[config.mk]
export PLATFORM = sky130hd
export DESIGN_NAME = sp2hp_cvt
export DESIGN_NICKNAME = d
export VERILOG_FILES = /design/src/rtl/sp2hp_pkg.sv /design/src/rtl/sp2hp_rm_sel.sv /design/src/rtl/sp2hp_rnd_inc.sv /design/src/rtl/sp2hp_core.sv /design/src/rtl/sp2hp_cvt.sv
export SDC_FILE = /design/constraint.sdc
export NUM_CORES = 1
export LEC_CHECK = 0
export ABC_AREA = 1
export BUFFER_PORTS_ARGS = -buffer_cell sky130_fd_sc_hd__buf_2
export CORE_MARGIN = 2
export CORE_UTILIZATION = 55
export CTS_CLUSTER_DIAMETER = 50
export CTS_CLUSTER_SIZE = 30
export DETAILED_ROUTE_END_ITERATION = 6
export PLACE_DENSITY = 0.85
export SLEW_MARGIN = 20
export SYNTH_ARGS = -nofsm -noshare
export SYNTH_HDL_FRONTEND = slang
export SYNTH_SLANG_ARGS = --single-unit
[constraint.sdc]
create_clock -name clk -period 0.8 [get_ports clk]
set_input_delay 0.16 -clock clk [delete_from_list [all_inputs] [get_ports clk]]
set_output_delay 0.16 -clock clk [all_outputs]
set_load 0.02 [all_outputs]
[src/rtl/sp2hp_pkg.sv]
package sp2hp_pkg;
  localparam int SRC_EW = 8;
  localparam int SRC_MW = 23;
  localparam int DST_EW = 5;
  localparam int DST_MW = 10;
  localparam int SRC_W  = 1 + SRC_EW + SRC_MW;
  localparam int DST_W  = 1 + DST_EW + DST_MW;
  localparam int RM_W   = 3;
  localparam int FLG_W  = 5;

  typedef enum logic [RM_W-1:0] {
    RM_RNE = 3'd0,
    RM_RTZ = 3'd1,
    RM_RDN = 3'd2,
    RM_RUP = 3'd3,
    RM_RMM = 3'd4,
    RM_DYN = 3'd7
  } rmode_e;

  typedef struct packed {
    logic nv;
    logic dz;
    logic of;
    logic uf;
    logic nx;
  } fflags_t;
endpackage

[src/rtl/sp2hp_rm_sel.sv]
module sp2hp_rm_sel
  import sp2hp_pkg::*;
(
  input  logic [RM_W-1:0] instr_rm,
  input  logic [RM_W-1:0] dyn_rm,
  output rmode_e          rm_eff,
  output logic            illegal
);
  logic [RM_W-1:0] picked;

  always_comb begin
    picked = (instr_rm == RM_DYN) ? dyn_rm : instr_rm;
    illegal = 1'b0;
    case (picked)
      RM_RNE, RM_RTZ, RM_RDN, RM_RUP, RM_RMM: rm_eff = rmode_e'(picked);
      default: begin
        // reserved codes fall back to nearest-even
        rm_eff  = RM_RNE;
        illegal = 1'b1;
      end
    endcase
  end
endmodule

[src/rtl/sp2hp_rnd_inc.sv]
module sp2hp_rnd_inc
  import sp2hp_pkg::*;
(
  input  rmode_e rm,
  input  logic   sgn,
  input  logic   lsb,
  input  logic   guard,
  input  logic   sticky,
  output logic   inc
);
  logic lost;

  always_comb begin
    lost = guard | sticky;
    case (rm)
      RM_RTZ:  inc = 1'b0;
      RM_RDN:  inc = sgn & lost;
      RM_RUP:  inc = ~sgn & lost;
      RM_RMM:  inc = guard;
      default: inc = guard & (sticky | lsb);
    endcase
  end
endmodule

[src/rtl/sp2hp_core.sv]
module sp2hp_core
  import sp2hp_pkg::*;
#(
  parameter int SE = SRC_EW,
  parameter int SM = SRC_MW,
  parameter int DE = DST_EW,
  parameter int DM = DST_MW
) (
  input  logic [SE+SM:0] op_i,
  input  rmode_e         rm,
  output logic [DE+DM:0] res_o,
  output fflags_t        flags_o
);
  localparam int SBIAS     = (1 << (SE - 1)) - 1;
  localparam int DBIAS     = (1 << (DE - 1)) - 1;
  localparam int BIAS_DIFF = SBIAS - DBIAS;
  localparam int NSH       = SM - DM;
  localparam int SHMAX     = SM + 3;
  localparam int SHW       = $clog2(SHMAX + 1);
  localparam int WLW       = SHMAX + DM;
  localparam int HEW       = SE + 2;
  localparam int DEMAX     = (1 << DE) - 1;

  logic                  sgn;
  logic [SE-1:0]         ex;
  logic [SM-1:0]         mn;
  logic                  is_spec, is_nan, is_inf, is_zero;
  logic [SM:0]           sig;
  logic signed [HEW-1:0] he;
  logic [SHW-1:0]        sh;
  logic [WLW-1:0]        wide;
  logic [DM-1:0]         kept;
  logic                  guard, sticky, tiny, big, inc, to_inf, ovf;
  logic [DE+DM-1:0]      base;
  logic [DE+DM:0]        sum;

  localparam logic [DE+DM-1:0] MAXFIN = {{(DE-1){1'b1}}, 1'b0, {DM{1'b1}}};
  localparam logic [DE+DM-1:0] INFMAG = {{DE{1'b1}}, {DM{1'b0}}};
  localparam logic [DE+DM:0]   QNAN   = {1'b0, {DE{1'b1}}, 1'b1, {(DM-1){1'b0}}};

  assign sgn     = op_i[SE+SM];
  assign ex      = op_i[SE+SM-1:SM];
  assign mn      = op_i[SM-1:0];
  assign is_spec = &ex;
  assign is_nan  = is_spec & (|mn);
  assign is_inf  = is_spec & ~(|mn);
  assign is_zero = ~(|ex) & ~(|mn);
  assign sig     = {|ex, mn};
  assign he      = signed'({2'b00, ex}) - signed'(HEW'(BIAS_DIFF));
  assign tiny    = (he <= 0);
  assign big     = (he >= DEMAX);

  // alignment distance: fixed for normals, grows below the normal range
  always_comb begin
    int shi;
    if (he > 0) shi = NSH;
    else begin
      shi = NSH + 1 - int'(he);
      if (shi > SHMAX) shi = SHMAX;
    end
    sh = SHW'(shi);
  end

  assign wide   = WLW'({sig, {SHMAX{1'b0}}} >> sh);
  assign kept   = wide[WLW-1:SHMAX];
  assign guard  = wide[SHMAX-1];
  assign sticky = |wide[SHMAX-2:0];
  assign base   = tiny ? {{DE{1'b0}}, kept} : {he[DE-1:0], kept};

  sp2hp_rnd_inc u_inc (
    .rm     (rm),
    .sgn    (sgn),
    .lsb    (kept[0]),
    .guard  (guard),
    .sticky (sticky),
    .inc    (inc)
  );

  assign sum = {1'b0, base} + (DE+DM+1)'(inc);
  assign ovf = big | sum[DE+DM] | (&sum[DE+DM-1:DM]);

  always_comb begin
    case (rm)
      RM_RTZ:  to_inf = 1'b0;
      RM_RDN:  to_inf = sgn;
      RM_RUP:  to_inf = ~sgn;
      default: to_inf = 1'b1;
    endcase
  end

  always_comb begin
    flags_o = '0;
    if (is_nan) begin
      res_o      = QNAN;
      flags_o.nv = ~mn[SM-1];
    end else if (is_inf) begin
      res_o = {sgn, INFMAG};
    end else if (is_zero) begin
      res_o = {sgn, {(DE+DM){1'b0}}};
    end else if (ovf) begin
      res_o      = {sgn, to_inf ? INFMAG : MAXFIN};
      flags_o.of = 1'b1;
      flags_o.nx = 1'b1;
    end else begin
      res_o      = {sgn, sum[DE+DM-1:0]};
      flags_o.nx = guard | sticky;
      flags_o.uf = (guard | sticky) & tiny;
    end
  end
endmodule

[src/rtl/sp2hp_cvt.sv]
module sp2hp_cvt
  import sp2hp_pkg::*;
(
  input  logic             clk,
  input  logic             rst_n,
  input  logic             in_valid,
  input  logic [SRC_W-1:0] in_op,
  input  logic [RM_W-1:0]  in_rm,
  input  logic [RM_W-1:0]  dyn_rm,
  output logic             out_valid,
  output logic [DST_W-1:0] out_res,
  output logic [FLG_W-1:0] out_flags,
  output logic             out_rm_err
);
  logic [1:0]       rst_sync_q;
  logic             rst_sync_n;
  rmode_e           rm_eff;
  logic             rm_bad;
  logic [DST_W-1:0] core_res;
  fflags_t          core_flags;

  logic             valid_d, valid_q;
  logic [DST_W-1:0] res_d, res_q;
  logic [FLG_W-1:0] flg_d, flg_q;
  logic             err_d, err_q;

  always_ff @(posedge clk or negedge rst_n) begin
    if (!rst_n) rst_sync_q <= 2'b00;
    else        rst_sync_q <= {rst_sync_q[0], 1'b1};
  end
  assign rst_sync_n = rst_sync_q[1];

  sp2hp_rm_sel u_rm (
    .instr_rm (in_rm),
    .dyn_rm   (dyn_rm),
    .rm_eff   (rm_eff),
    .illegal  (rm_bad)
  );

  sp2hp_core #(
    .SE (SRC_EW),
    .SM (SRC_MW),
    .DE (DST_EW),
    .DM (DST_MW)
  ) u_core (
    .op_i    (in_op),
    .rm      (rm_eff),
    .res_o   (core_res),
    .flags_o (core_flags)
  );

  always_comb begin
    valid_d = in_valid;
    res_d   = in_valid ? core_res : res_q;
    flg_d   = in_valid ? FLG_W'(core_flags) : flg_q;
    err_d   = in_valid ? rm_bad : err_q;
  end

  always_ff @(posedge clk or negedge rst_sync_n) begin
    if (!rst_sync_n) valid_q <= 1'b0;
    else             valid_q <= valid_d;
  end

  always_ff @(posedge clk) begin
    res_q <= res_d;
    flg_q <= flg_d;
    err_q <= err_d;
  end

  assign out_valid  = valid_q;
  assign out_res    = res_q;
  assign out_flags  = flg_q;
  assign out_rm_err = err_q;
endmodule

==> results.rst, run 1 <==
.. list-table::
   :header-rows: 1

   * - Metric
     - Value
   * - Outcome
     - aborted with a tool error
   * - Stage reached
     - clock tree synthesis (4_1_cts)
   * - First error in the log
     - [ERROR DPL-0038] Utilization greater than 100%, impossible to legalize
   * - Initial Util
     - 57.10%
   * - Flops & latches, synth
     - 24
   * - Number of CTS-inserted buffers
     - 3
   * - Proportion of netlist area held by the largest area contributor
     - 22.50%
   * - Synthesized netlist net count
     - 620
   * - Clock sink count
     - 24
   * - Setup bufs post-CTS
     - 37
   * - CTS root buf
     - clkbuf_8
   * - Number of hold-repair buffers added at the cts stage
     - 1
   * - Gate count of the mapped netlist
     - 571
   * - Vert. Die Dim
     - 82.40 um
   * - CTS-repair resized insts
     - 176
   * - Horizontal extent of the die
     - 82.40 um
   * - Number of input and output port buffers inserted
     - 62
   * - Leading post-synthesis cells by cell area
     - nand3_1, edfxtp_1, nand2_1
   * - Placer's final routability congestion estimate
     - 0.9881
   * - Max Root-Sink Buffers
     - 2
   * - Cell type with the largest total area after synthesis
     - nand3_1
   * - Mean instance size in the synthesized netlist
     - 5.921 sq um
   * - I/O pins
     - 64
   * - Summed instance area of the synthesized netlist
     - 3381 sq um
   * - Row cnt
     - 28
   * - Total of warnings raised by yosys
     - 0
   * - Sequential fraction of the synthesis area
     - 20.87%
   * - Sum of net half-perimeters after detailed placement
     - 10110 um
   * - Yosys cell types
     - 39
   * - H-tree levels
     - 1
   * - Worst-case setup slack after placement
     - -3.955 ns
## synthesized netlist by cell type (all sizes together)
cell type	number
conb	2
clkinv	1
nor2	52
o21a	1
o22ai	1
o31ai	2
buf	22
dfrtp	3
ha	8
o21ai	15
nor4	8
edfxtp	21
nand3	154
and2	1
a21boi	1
nand4	13
inv	48
o211ai	2
a31oi	2
xnor2	3
a21oi	13
nand3b	3
nand2	181
xor2	3
nor3	8
or2	3
## per-stage QoR
step | cell area (sq um) | instances | hold slack, ns | utilization (%) | TNS (ns)
after floorplan | 3567 | 571 | -0.1356 | - | -54.40
after global placement | 4860 | 822 | -0.05425 | 82.08 | -64.06
after detailed placement | 4860 | 822 | -0.04907 | 82.08 | -70.39
## kinds of logic after synthesis
group	Yosys count	synth area share, %
compound gates	37	6.477
xor+xnor	6	1.777
buf+inv	71	9.733
other cells	2	0.2221
simple gates	423	57.96
fa+ha+maj	8	2.961
flops	24	20.87
==> run 2, diff against run 1 <==
--- a/config.mk
+++ b/config.mk
@@ -8,11 +8,9 @@
 export ABC_AREA = 1
 export BUFFER_PORTS_ARGS = -buffer_cell sky130_fd_sc_hd__buf_2
 export CORE_MARGIN = 2
-export CORE_UTILIZATION = 55
-export CTS_CLUSTER_DIAMETER = 50
-export CTS_CLUSTER_SIZE = 30
+export CORE_UTILIZATION = 40
 export DETAILED_ROUTE_END_ITERATION = 6
-export PLACE_DENSITY = 0.85
+export PLACE_DENSITY_LB_ADDON = 0.15
 export SLEW_MARGIN = 20
 export SYNTH_ARGS = -nofsm -noshare
 export SYNTH_HDL_FRONTEND = slang
==> results.rst, run 2 <==
.. list-table::
   :header-rows: 1

   * - Metric
     - Value
   * - Post-Route Utilization
     - 82.41%
   * - Count of fill cells added during filler insertion
     - 466
   * - Cell type with the largest total area after synthesis
     - nand3_1
   * - Highest-delay cell along the critical path
     - nand2_1
   * - Share of total power in combinational logic
     - 69.5%
   * - Leakage
     - 3.119 nW
   * - Detailed-route vias per instance
     - 6.011
   * - Commonest cells after routing, fill and taps aside
     - buf_4, nand2_1, nand3_1
   * - Critical path's most frequent cell
     - nand2_2
   * - Remaining routing DRC violations
     - 0
   * - Number of flip-flops in the largest register
     - 16
   * - Yosys cell types
     - 39 (unchanged)
   * - Placer's final routability congestion estimate
     - 0.9174 (-7.2%)
   * - Crit path kind
     - in2reg
   * - Total negative setup slack
     - -69.06 ns
   * - Slew at the pin closest to its max-slew limit
     - 0.6868 ns
   * - Maximum single-stage delay on the critical path
     - 0.25 ns
   * - Most common library cell in the layout ignoring fill and taps
     - buf_4
   * - Number of hold violations in the final report
     - 0
   * - Drt first pass iters
     - 6
   * - Clock Skew
     - 0.00002248 ns
   * - RR Startpoint
     - rst_sync_q[0]
   * - Remaining max-slew budget at the tightest pin
     - 54.04%
   * - Part of the power in registers
     - 18.4%
   * - # nets final
     - 843
   * - Area added between synthesis and finish
     - 100.3%
   * - Cell types with the highest counts after synthesis
     - nand2_1, nand3_1, inv_1, nor2_1, edfxtp_1
   * - Vias in the first global route
     - 4659
   * - Wire length of the first global-routing pass
     - 22140 um
   * - Remaining global-route overflow
     - 0
   * - Area occupied by multi-input gates
     - 3528 sq um
   * - Max Root-Sink Buffers
     - 2 (unchanged)
   * - Unrepaired setup endpoints after global routing
     - true
   * - Clock network fraction of total power
     - 12.1%
   * - Total of warnings raised by yosys
     - 0 (unchanged)
   * - Ys flop type
     - edfxtp_1
   * - Number of CTS-inserted buffers
     - 3 (unchanged)
   * - Vert. Die Dim
     - 95.94 um (+16%)
   * - Outcome
     - finished with violations
   * - Top achievable clock speed
     - 222.8 MHz
   * - Gr usage total
     - 30.48%
   * - Crit path max fanout
     - 6
   * - Antenna violations before repair
     - 0
   * - Initial Util
     - 41.15% (-16 points)
   * - Clock sink count
     - 24 (unchanged)
   * - Cell Int Power
     - 4.866 mW
   * - Layout cell share with drive strength beyond 1
     - 57.50%
   * - Max-cap violations
     - 0
   * - Reg2Reg Setup Slack
     - 0.31 ns
   * - Final ANT Viol Nets
     - 0
   * - Proportion of netlist area held by the largest area contributor
     - 22.50% (unchanged)
   * - I/O pins
     - 64 (unchanged)
   * - Power density of the placed cells
     - 1294 nW/um^2
   * - Sum of net half-perimeters after detailed placement
     - 9408 um (-6.9%)
   * - Maximum vdd drop
     - 879.1 uV
   * - Startpoint type of the worst setup path
     - input port
   * - Antenna Cells
     - 0
   * - Violated checks
     - setup timing
   * - Summed instance area of the synthesized netlist
     - 3381 sq um (unchanged)
   * - Final worst-path cycle share
     - 561.1%
   * - Required time worst endpoint
     - 0.93 ns
   * - TritonCTS clock tree
     - yes
   * - Gate count of the mapped netlist
     - 571 (unchanged)
   * - Sequential fraction of the synthesis area
     - 20.87% (unchanged)
   * - Worst path arrival time
     - 4.62 ns
   * - Area of all sequential standard cells
     - 705.7 sq um
   * - Core footprint
     - 8217 sq um
   * - Largest net degree at the start of global routing
     - 26
   * - Post-synth ARST share
     - 12.50% (unchanged)
   * - Number of input and output port buffers inserted
     - 62 (unchanged)
   * - R2R depth
     - 0
   * - Clock latency at the later pin of the worst-skew pair
     - 0.27 ns
   * - Worst-path clk slew
     - 0.09 ns
   * - Max-slew violation total from the final report
     - 0
   * - Leading post-synthesis cells by cell area
     - nand3_1, edfxtp_1, nand2_1
   * - Synthesized netlist net count
     - 620 (unchanged)
   * - Net Sw Frac
     - 44.46%
   * - DR WL/cell
     - 19.47 um
   * - Total detailed-routing wirelength
     - 17480 um
   * - Mean instance size in the synthesized netlist
     - 5.921 sq um (unchanged)
   * - CTS root buf
     - clkbuf_8
   * - Horizontal extent of the die
     - 95.94 um (+16%)
   * - Flops & latches, synth
     - 24 (unchanged)
   * - Final setup violating endpoints
     - 43
   * - Endpoint kind of the worst setup timing path
     - register
   * - Top-count cell post-synth
     - nand2_1
   * - Row cnt
     - 33 (+18%)
   * - Worst reg2reg endpoint
     - rst_sync_q[1]
   * - Switching power
     - 3.895 mW
   * - Min setup slack post-route
     - -3.689 ns
   * - Number of enable-type register cells in the synthesized netlist
     - 21 (unchanged)
   * - Shortest clock period the worst path allows after layout
     - 4.489 ns
   * - Total Die Area
     - 9204 sq um
   * - H-tree levels
     - 1 (unchanged)
   * - Worst-case setup slack after placement
     - -3.740 ns (+0.2155 ns)
   * - Hold Path Class
     - reg2async
   * - DRC violation total after the first TritonRoute iteration
     - 453
   * - Total via count in the routed design
     - 5398
[run 2: layer usage]
metal	global-route usage, %	routed length, um	vias to the layer above
met2	50.93	8286	413
met5	0	0	-
met1	39.88	6317	2472
li1	-	-	2397
met3	5.325	1689	116
met4	9.524	1189	0
[run 2: logic make-up (layout without fill, tap and decap cells)]
kind of cell    count (synthesis)  after routing  synth area share (%)
compound gates                 37             37                 6.477
xor+xnor                        6              6                 1.777
fa+ha+maj                       8              8                 2.961
buf+inv                        71            291                 9.733
flops                          24             24                 20.87
other cells                     2              2                0.2221
simple gates                  423            425                 57.96
[run 2: what timing repair did]
action                     CTS  global route
pin swaps                   41            45
setup endpoints to repair   43            43
hold endpoints to repair     2             0
resized for setup          162           152
setup buffers               28            11
cloned                       7             3
hold buffers                 1             0
[run 2: per-stage QoR]
stage / cells / area, sq um / hold WS, ns / total power, mW
finish: 898 / 6771 / 0.01546 / 8.761
global placement: 852 / 4922 / -0.05421 / 5.561
CTS: 890 / 6042 / 0.01230 / 7.603
global route: 898 / 6771 / 0.02373 / 9.136
detailed placement: 852 / 4922 / -0.05213 / 5.611
floorplan: 571 / 3567 / -0.1356 / 3.957
[run 2: final cells by class]
type | count | share of cell area (%)
well taps | 105 | 1.940
inverters | 49 | 3.104
multi-input cells | 478 | 52.11
clock buffers | 3 | 0.6098
repair buffers | 238 | 31.37
flip-flops and latches | 24 | 10.42
clock inverters | 1 | 0.4435
[run 2: power by group through the flow]
stage	Clock (mW)	Sequential, mW	Combinational [mW]
global route	1.12	1.62	6.39
detailed placement	0	1.60	4.01
global placement	0	1.60	3.96
CTS	1.06	1.58	4.97
floorplan	0	1.79	2.17
finish	1.06	1.61	6.09
[run 2: worst max-delay path, delay by kind of cell]
kind | cells | cell delay [ns]
buf+inv | 3 | 0.33
fa+ha+maj | 3 | 0.57
simple gates | 30 | 3.31
compound gates | 2 | 0.21
[run 2: how the worst max path moves through the flow]
stage,startpoint,end,slack (ns),depth (start not counted)
after floorplan,in_op[27],out_res[8],-3.11,39
after global placement,in_op[27],out_res[8],-3.60,38
after detailed placement,in_op[27],out_res[6],-3.74,37
after CTS,in_op[27],out_res[6],-3.22,40
after global routing,in_op[24],out_flags[0],-3.86,39
final,in_op[24],out_flags[0],-3.69,38
Power figures use the tool's default switching activity.
==> run 3, diff against run 2 <==
==> constraint.sdc (replaced) <==
create_clock -name clk -period 5.5 [get_ports clk]
set_input_delay 1.1 -clock clk [delete_from_list [all_inputs] [get_ports clk]]
set_output_delay 1.1 -clock clk [all_outputs]
set_load 0.02 [all_outputs]
==> results.rst, run 3 (synthesized netlist as in run 2, its figures left out) <==
.. list-table::
   :header-rows: 1

   * - Metric
     - Value
   * - Sum of net half-perimeters after detailed placement
     - 8936 um (-5.0%)
   * - Remaining global-route overflow
     - 0 (unchanged)
   * - Total via count in the routed design
     - 4385 (-19%)
   * - Crit path max fanout
     - 7 (+1)
   * - Vias in the first global route
     - 3620 (-22%)
   * - Worst reg2reg endpoint
     - rst_sync_q[1]
   * - Worst setup path endpoint
     - out_res[3]
   * - Placer's final routability congestion estimate
     - 0.9910 (+8.0%)
   * - DR WL/cell
     - 14.28 um (-27%)
   * - Hold Path Class
     - reg2async
   * - Crit path kind
     - in2reg
   * - Most common library cell in the layout ignoring fill and taps
     - nand2_1
   * - Clock Skew
     - 0.005117 ns (+0.005095 ns)
   * - DRC violation total after the first TritonRoute iteration
     - 304 (-33%)
   * - Shortest clock period the worst path allows after layout
     - 5.429 ns
   * - Worst-case setup slack after placement
     - -0.2914 ns (+3.448 ns)
   * - Beginning of the critical path
     - in_op[24]
   * - Initial Util
     - 41.15% (unchanged)
   * - I/O pins
     - 64 (unchanged)
   * - Power density of the placed cells
     - 199.2 nW/um^2 (-85%)
   * - Number of hold-repair buffers added at the cts stage
     - 0 (-1)
   * - CTS root buf
     - clkbuf_8
   * - RR Startpoint
     - rst_sync_q[0]
   * - Max Root-Sink Buffers
     - 2 (unchanged)
   * - Maximum single-stage delay on the critical path
     - 0.24 ns (about the same)
   * - Leakage
     - 2.394 nW (-23%)
   * - Number of flip-flops in the largest register
     - 16 (unchanged)
   * - Horizontal extent of the die
     - 95.94 um (unchanged)
   * - Wire length of the first global-routing pass
     - 17090 um (-23%)
   * - Antenna Cells
     - 0 (unchanged)
   * - Critical path's most frequent cell
     - nand2_4
   * - Clock sink count
     - 24 (unchanged)
   * - Antenna violations before repair
     - 0 (unchanged)
   * - Min setup slack post-route
     - 0.07128 ns (+3.760 ns)
   * - Detailed-route vias per instance
     - 5.440 (-9.5%)
   * - Core footprint
     - 8217 sq um (unchanged)
   * - Largest net degree at the start of global routing
     - 23 (-12%)
   * - Gr usage total
     - 23.20% (-7.3 points)
   * - Post-route cell area
     - 4922 sq um (-27%)
   * - Layout cell share with drive strength beyond 1
     - 37.38% (-20 points)
   * - R2R depth
     - 0 (unchanged)
   * - Row cnt
     - 33 (unchanged)
   * - Maximum vdd drop
     - 100.2 uV (-89%)
   * - Total Die Area
     - 9204 sq um (unchanged)
   * - Reg2Reg Setup Slack
     - 5.02 ns (+4.71 ns)
   * - Max-cap violations
     - 0 (unchanged)
   * - TritonCTS clock tree
     - yes
   * - Required time worst endpoint
     - 5.52 ns (+4.59 ns)
   * - Final worst-path cycle share
     - 98.70%
   * - Slew at the pin closest to its max-slew limit
     - 0.7464 ns (+0.05963 ns)
   * - Total power consumption of the routed design
     - 0.9806 mW (-89%)
   * - Highest-delay cell along the critical path
     - or2_4
   * - Worst path arrival time
     - 5.45 ns (+0.83 ns)
   * - Area added between synthesis and finish
     - 45.60%
   * - Commonest cells after routing, fill and taps aside
     - nand2_1, nand3_1, buf_4
   * - Top achievable clock speed
     - 184.2 MHz
   * - Vert. Die Dim
     - 95.94 um (unchanged)
   * - Outcome
     - completed
   * - Number of CTS-inserted buffers
     - 3 (unchanged)
   * - Total detailed-routing wirelength
     - 11510 um (-34%)
   * - Remaining max-slew budget at the tightest pin
     - 49.90% (-4.1 points)
   * - Drt first pass iters
     - 4 (-2)
   * - Final ANT Viol Nets
     - 0 (unchanged)
   * - Worst-path clk slew
     - 0.09 ns (about the same)
   * - Total negative setup slack
     - 0 ns (+69.06 ns)
   * - Clock latency at the later pin of the worst-skew pair
     - 0.26 ns (about the same)
   * - Placed cell areas
     - 4245 sq um (-14%)
   * - Startpoint type of the worst setup path
     - input port
   * - Remaining routing DRC violations
     - 0 (unchanged)
   * - Number of hold violations in the final report
     - 0 (unchanged)
   * - Final setup violating endpoints
     - 0 (-100%)
   * - Number of input and output port buffers inserted
     - 62 (unchanged)
   * - # nets final
     - 751 (-11%)
   * - H-tree levels
     - 1 (unchanged)
   * - Max-slew violation total from the final report
     - 0 (unchanged)
   * - Endpoint kind of the worst setup timing path
     - register
-- run 3: changes by cell type in the layout (fill, tap and decap cells not counted), sizes merged --
cell | before | now
nand2 | 183 | 181
dlygate4sd3 | 1 | 0
buf | 234 | 145
-- run 3: where the power goes --
group | internal (mW) | leakage [nW] | switching (mW)
clock | 0.0972 | 0.0357 | 0.0545
sequential | 0.224 | 0.240 | 0.00417
combinational | 0.239 | 2.12 | 0.361
-- run 3: metal layers --
layer	vias to the layer above	wire length, um	track usage, %
li1	2195	-	-
met4	0	154	2.024
met5	-	0	0
met1	2010	5337	36.12
met3	12	755	2.819
met2	168	5260	35.26
-- run 3: how the worst min path moves through the flow --
stage | startpoint | endpoint | slack [ns] | cells after the start
final | rst_sync_q[1] | out_valid | 0.01 | 0
after global routing | rst_sync_q[1] | out_valid | 0.03 | 0
after CTS | rst_sync_q[1] | out_valid | 0.02 | 0
after detailed placement | rst_sync_q[1] | out_valid | 0.001 | 0
after global placement | rst_sync_q[1] | out_valid | -0.004 | 0
after floorplan | rst_sync_q[1] | out_valid | -0.006 | 0
-- run 3: through the flow --
stage | hold WS [ns] | util (%) | cells
2_1_floorplan | -0.005663 | - | 571
3_3_place_gp | -0.003909 | 51.67 | 790
3_5_place_dp | 0.001377 | 51.67 | 790
4_1_cts | 0.01808 | 52.58 | 794
5_1_grt | 0.02512 | 59.91 | 806
6_report | 0.01360 | 59.91 | 806
-- run 3: what timing repair did --
action                                  CTS  global route
endpoints found under the setup margin    6            15
pin swaps                                 0            27
gates cloned                              0             3
buffers inserted                          0             9
resized for setup                         2           113
-- run 3: final cells by class --
class,count,area [sq um]
clock inverter,1,30.03
clock buffer,3,41.29
timing repair buffer,148,1050
fill,788,3294
multi-input combinational,476,2773
sequential,24,705.7
tap,105,131.4
inverter,49,191.4
-- run 3: worst max-delay path: cells and delay by family --
kind	cells	cell delay, ns
simple gates	28	2.91
fa+ha+maj	3	0.55
buf+inv	5	0.54
compound gates	2	0.32
==> run 4, diff against run 3 <==
--- a/config.mk
+++ b/config.mk
@@ -10,7 +10,6 @@
 export CORE_MARGIN = 2
 export CORE_UTILIZATION = 40
 export DETAILED_ROUTE_END_ITERATION = 6
-export PLACE_DENSITY_LB_ADDON = 0.15
 export SLEW_MARGIN = 20
 export SYNTH_ARGS = -nofsm -noshare
 export SYNTH_HDL_FRONTEND = slang
==> results.rst, run 4 (synthesized netlist as in run 2, its figures left out) <==
.. list-table::
   :header-rows: 1

   * - Metric
     - Value
   * - Total detailed-routing wirelength
     - 11380 um (-1.1%)
   * - Maximum vdd drop
     - 93.13 uV (-7.0%)
   * - Sum of net half-perimeters after detailed placement
     - 8697 um (-2.7%)
   * - Max-slew violation total from the final report
     - 0 (unchanged)
   * - Core footprint
     - 8217 sq um (unchanged)
   * - DRC violation total after the first TritonRoute iteration
     - 317 (+4.3%)
   * - Post-Route Utilization
     - 58.17% (-1.7 points)
   * - Commonest cells after routing, fill and taps aside
     - nand2_1, nand3_1, buf_4
   * - Drt first pass iters
     - 7 (+3)
   * - Wire length of the first global-routing pass
     - 16970 um (-0.68%)
   * - Highest-delay cell along the critical path
     - ha_1
   * - Worst path arrival time
     - 5.33 ns (-0.12 ns)
   * - Slew at the pin closest to its max-slew limit
     - 0.7545 ns (+0.008053 ns)
   * - Top achievable clock speed
     - 188.4 MHz (+2.3%)
   * - Final setup violating endpoints
     - 0 (unchanged)
   * - Antenna Cells
     - 0 (unchanged)
   * - Clock sink count
     - 24 (unchanged)
   * - Outcome
     - completed
   * - Crit path kind
     - in2reg
   * - Worst-case setup slack after placement
     - -0.2328 ns (+0.05855 ns)
   * - Startpoint type of the worst setup path
     - input port
   * - Antenna violations before repair
     - 0 (unchanged)
   * - Number of hold-repair buffers added at the cts stage
     - 0 (unchanged)
   * - I/O pins
     - 64 (unchanged)
   * - Max-cap violations
     - 0 (unchanged)
   * - Final worst-path cycle share
     - 96.53% (-2.2 points)
   * - Maximum single-stage delay on the critical path
     - 0.30 ns (+0.06 ns)
   * - Clock latency at the later pin of the worst-skew pair
     - 0.27 ns (about the same)
   * - Detailed-route vias per instance
     - 5.471 (+0.57%)
   * - CTS root buf
     - clkbuf_8
   * - Layout cell share with drive strength beyond 1
     - 33.72% (-3.7 points)
   * - Placer's final routability congestion estimate
     - 0.9910 (unchanged)
   * - Power density of the placed cells
     - 200.1 nW/um^2 (+0.45%)
   * - Remaining routing DRC violations
     - 0 (unchanged)
   * - Number of input and output port buffers inserted
     - 62 (unchanged)
   * - Vert. Die Dim
     - 95.94 um (unchanged)
   * - Row cnt
     - 33 (unchanged)
   * - Buffers & Inverters on Critical Path
     - 3 (-2)
   * - Number of flip-flops in the largest register
     - 16 (unchanged)
   * - Total via count in the routed design
     - 4388 (+0.068%)
   * - # nets final
     - 747 (-0.53%)
   * - Count of fill cells added during filler insertion
     - 803 (+1.9%)
   * - Shortest clock period the worst path allows after layout
     - 5.309 ns (-0.1197 ns)
   * - # placed instances
     - 786 (-0.51%)
   * - Endpoint kind of the worst setup timing path
     - register
   * - Largest net degree at the start of global routing
     - 26 (+13%)
   * - Required time worst endpoint
     - 5.52 ns (about the same)
   * - Most common library cell in the layout ignoring fill and taps
     - nand2_1
   * - Clock Skew
     - 0.007640 ns (+0.002523 ns)
   * - DR WL/cell
     - 14.19 um (-0.59%)
   * - Number of hold violations in the final report
     - 0 (unchanged)
   * - Remaining max-slew budget at the tightest pin
     - 49.36% (-0.54 points)
   * - Final ANT Viol Nets
     - 0 (unchanged)
   * - Total Die Area
     - 9204 sq um (unchanged)
   * - Horizontal extent of the die
     - 95.94 um (unchanged)
   * - Vias in the first global route
     - 3624 (+0.11%)
   * - H-tree levels
     - 1 (unchanged)
   * - Critical path's most frequent cell
     - nand2_1
   * - Leakage
     - 2.326 nW (-2.8%)
   * - Remaining global-route overflow
     - 0 (unchanged)
   * - TritonCTS clock tree
     - yes
   * - Area of all sequential standard cells
     - 705.7 sq um (unchanged)
   * - Area occupied by multi-input gates
     - 2635 sq um (-5.0%)
   * - Min setup slack post-route
     - 0.1910 ns (+0.1197 ns)
   * - Gr usage total
     - 23.17% (-0.034 points)
   * - Number of CTS-inserted buffers
     - 3 (unchanged)
   * - Post-route non-filler standard cell count
     - 802 (-0.50%)
   * - Crit path max fanout
     - 8 (+1)
   * - Worst-path clk slew
     - 0.09 ns (about the same)
   * - Family with the most delay on the worst path
     - simple AND/OR/NAND/NOR gates
   * - Hold Path Class
     - reg2async
   * - Initial Util
     - 41.15% (unchanged)
   * - Max Root-Sink Buffers
     - 2 (unchanged)
   * - Area added between synthesis and finish
     - 41.38%
[run 4: cell types whose count changed in the layout (fill, tap and decap cells not counted), sizes merged]
cell / change
nand2: +1
inv: -1
buf: -4
clkinvlp: +1
clkbuf: -1
[run 4: metal layers]
layer | part of all wire (%) | global-route usage, % | wire [um] | vias up
met2 | 45 | 34.91 | 5132 | 205
met5 | 0 | 0 | 0 | -
li1 | - | - | - | 2187
met3 | 7.5 | 2.036 | 852 | 17
met4 | 1.5 | 5.357 | 172 | 0
met1 | 46 | 35.47 | 5225 | 1979
[run 4: cell type report]
type | count | share of cell area [%]
Clock inverter | 1 | 0.6283
Sequential cell | 24 | 14.76
Multi-Input combinational cell | 477 | 55.13
Clock buffer | 3 | 0.8639
Tap cell | 105 | 2.749
Inverter | 49 | 4.136
Timing Repair Buffer | 143 | 21.73
[run 4: through the flow]
step / setup TNS, ns / hold slack [ns] / power (mW) / area [sq um]
floorplan: 0 / -0.005663 / 0.5539 / 3381
global placement: -0.6932 / -0.002742 / 0.7269 / 4240
detailed placement: -2.609 / 0.008493 / 0.7280 / 4240
CTS: 0 / 0.02694 / 0.8833 / 4312
global route: -0.8730 / 0.03140 / 1.025 / 4780
finish: 0 / 0.02343 / 0.9565 / 4780
[run 4: final timing paths]
check | from | endpoint | slack, ns | cells after the start
max | in_op[24] | out_res[5] | 0.19 | 39
min | rst_sync_q[1] | out_valid | 0.02 | 0
max reg2reg | rst_sync_q[0] | rst_sync_q[1] | 5.02 | 0
min reg2reg | rst_sync_q[1] | out_valid | 0.02 | 0
max in group asynchronous | rst_n | rst_sync_q[1] | 4.82 | 1
min in group clk | rst_sync_q[0] | rst_sync_q[1] | 0.37 | 0
[run 4: timing repair]
| action | in CTS | in global routing |
|---|---|---|
| setup buffers | 0 | 8 |
| setup endpoints to repair | 0 | 15 |
| gates resized for setup | 0 | 88 |
[run 4: power by group]
group / total [mW] / internal, mW / switching [mW]
Sequential: 0.229 / 0.224 / 0.00439
Combinational: 0.574 / 0.225 / 0.349
Clock: 0.154 / 0.0974 / 0.0567
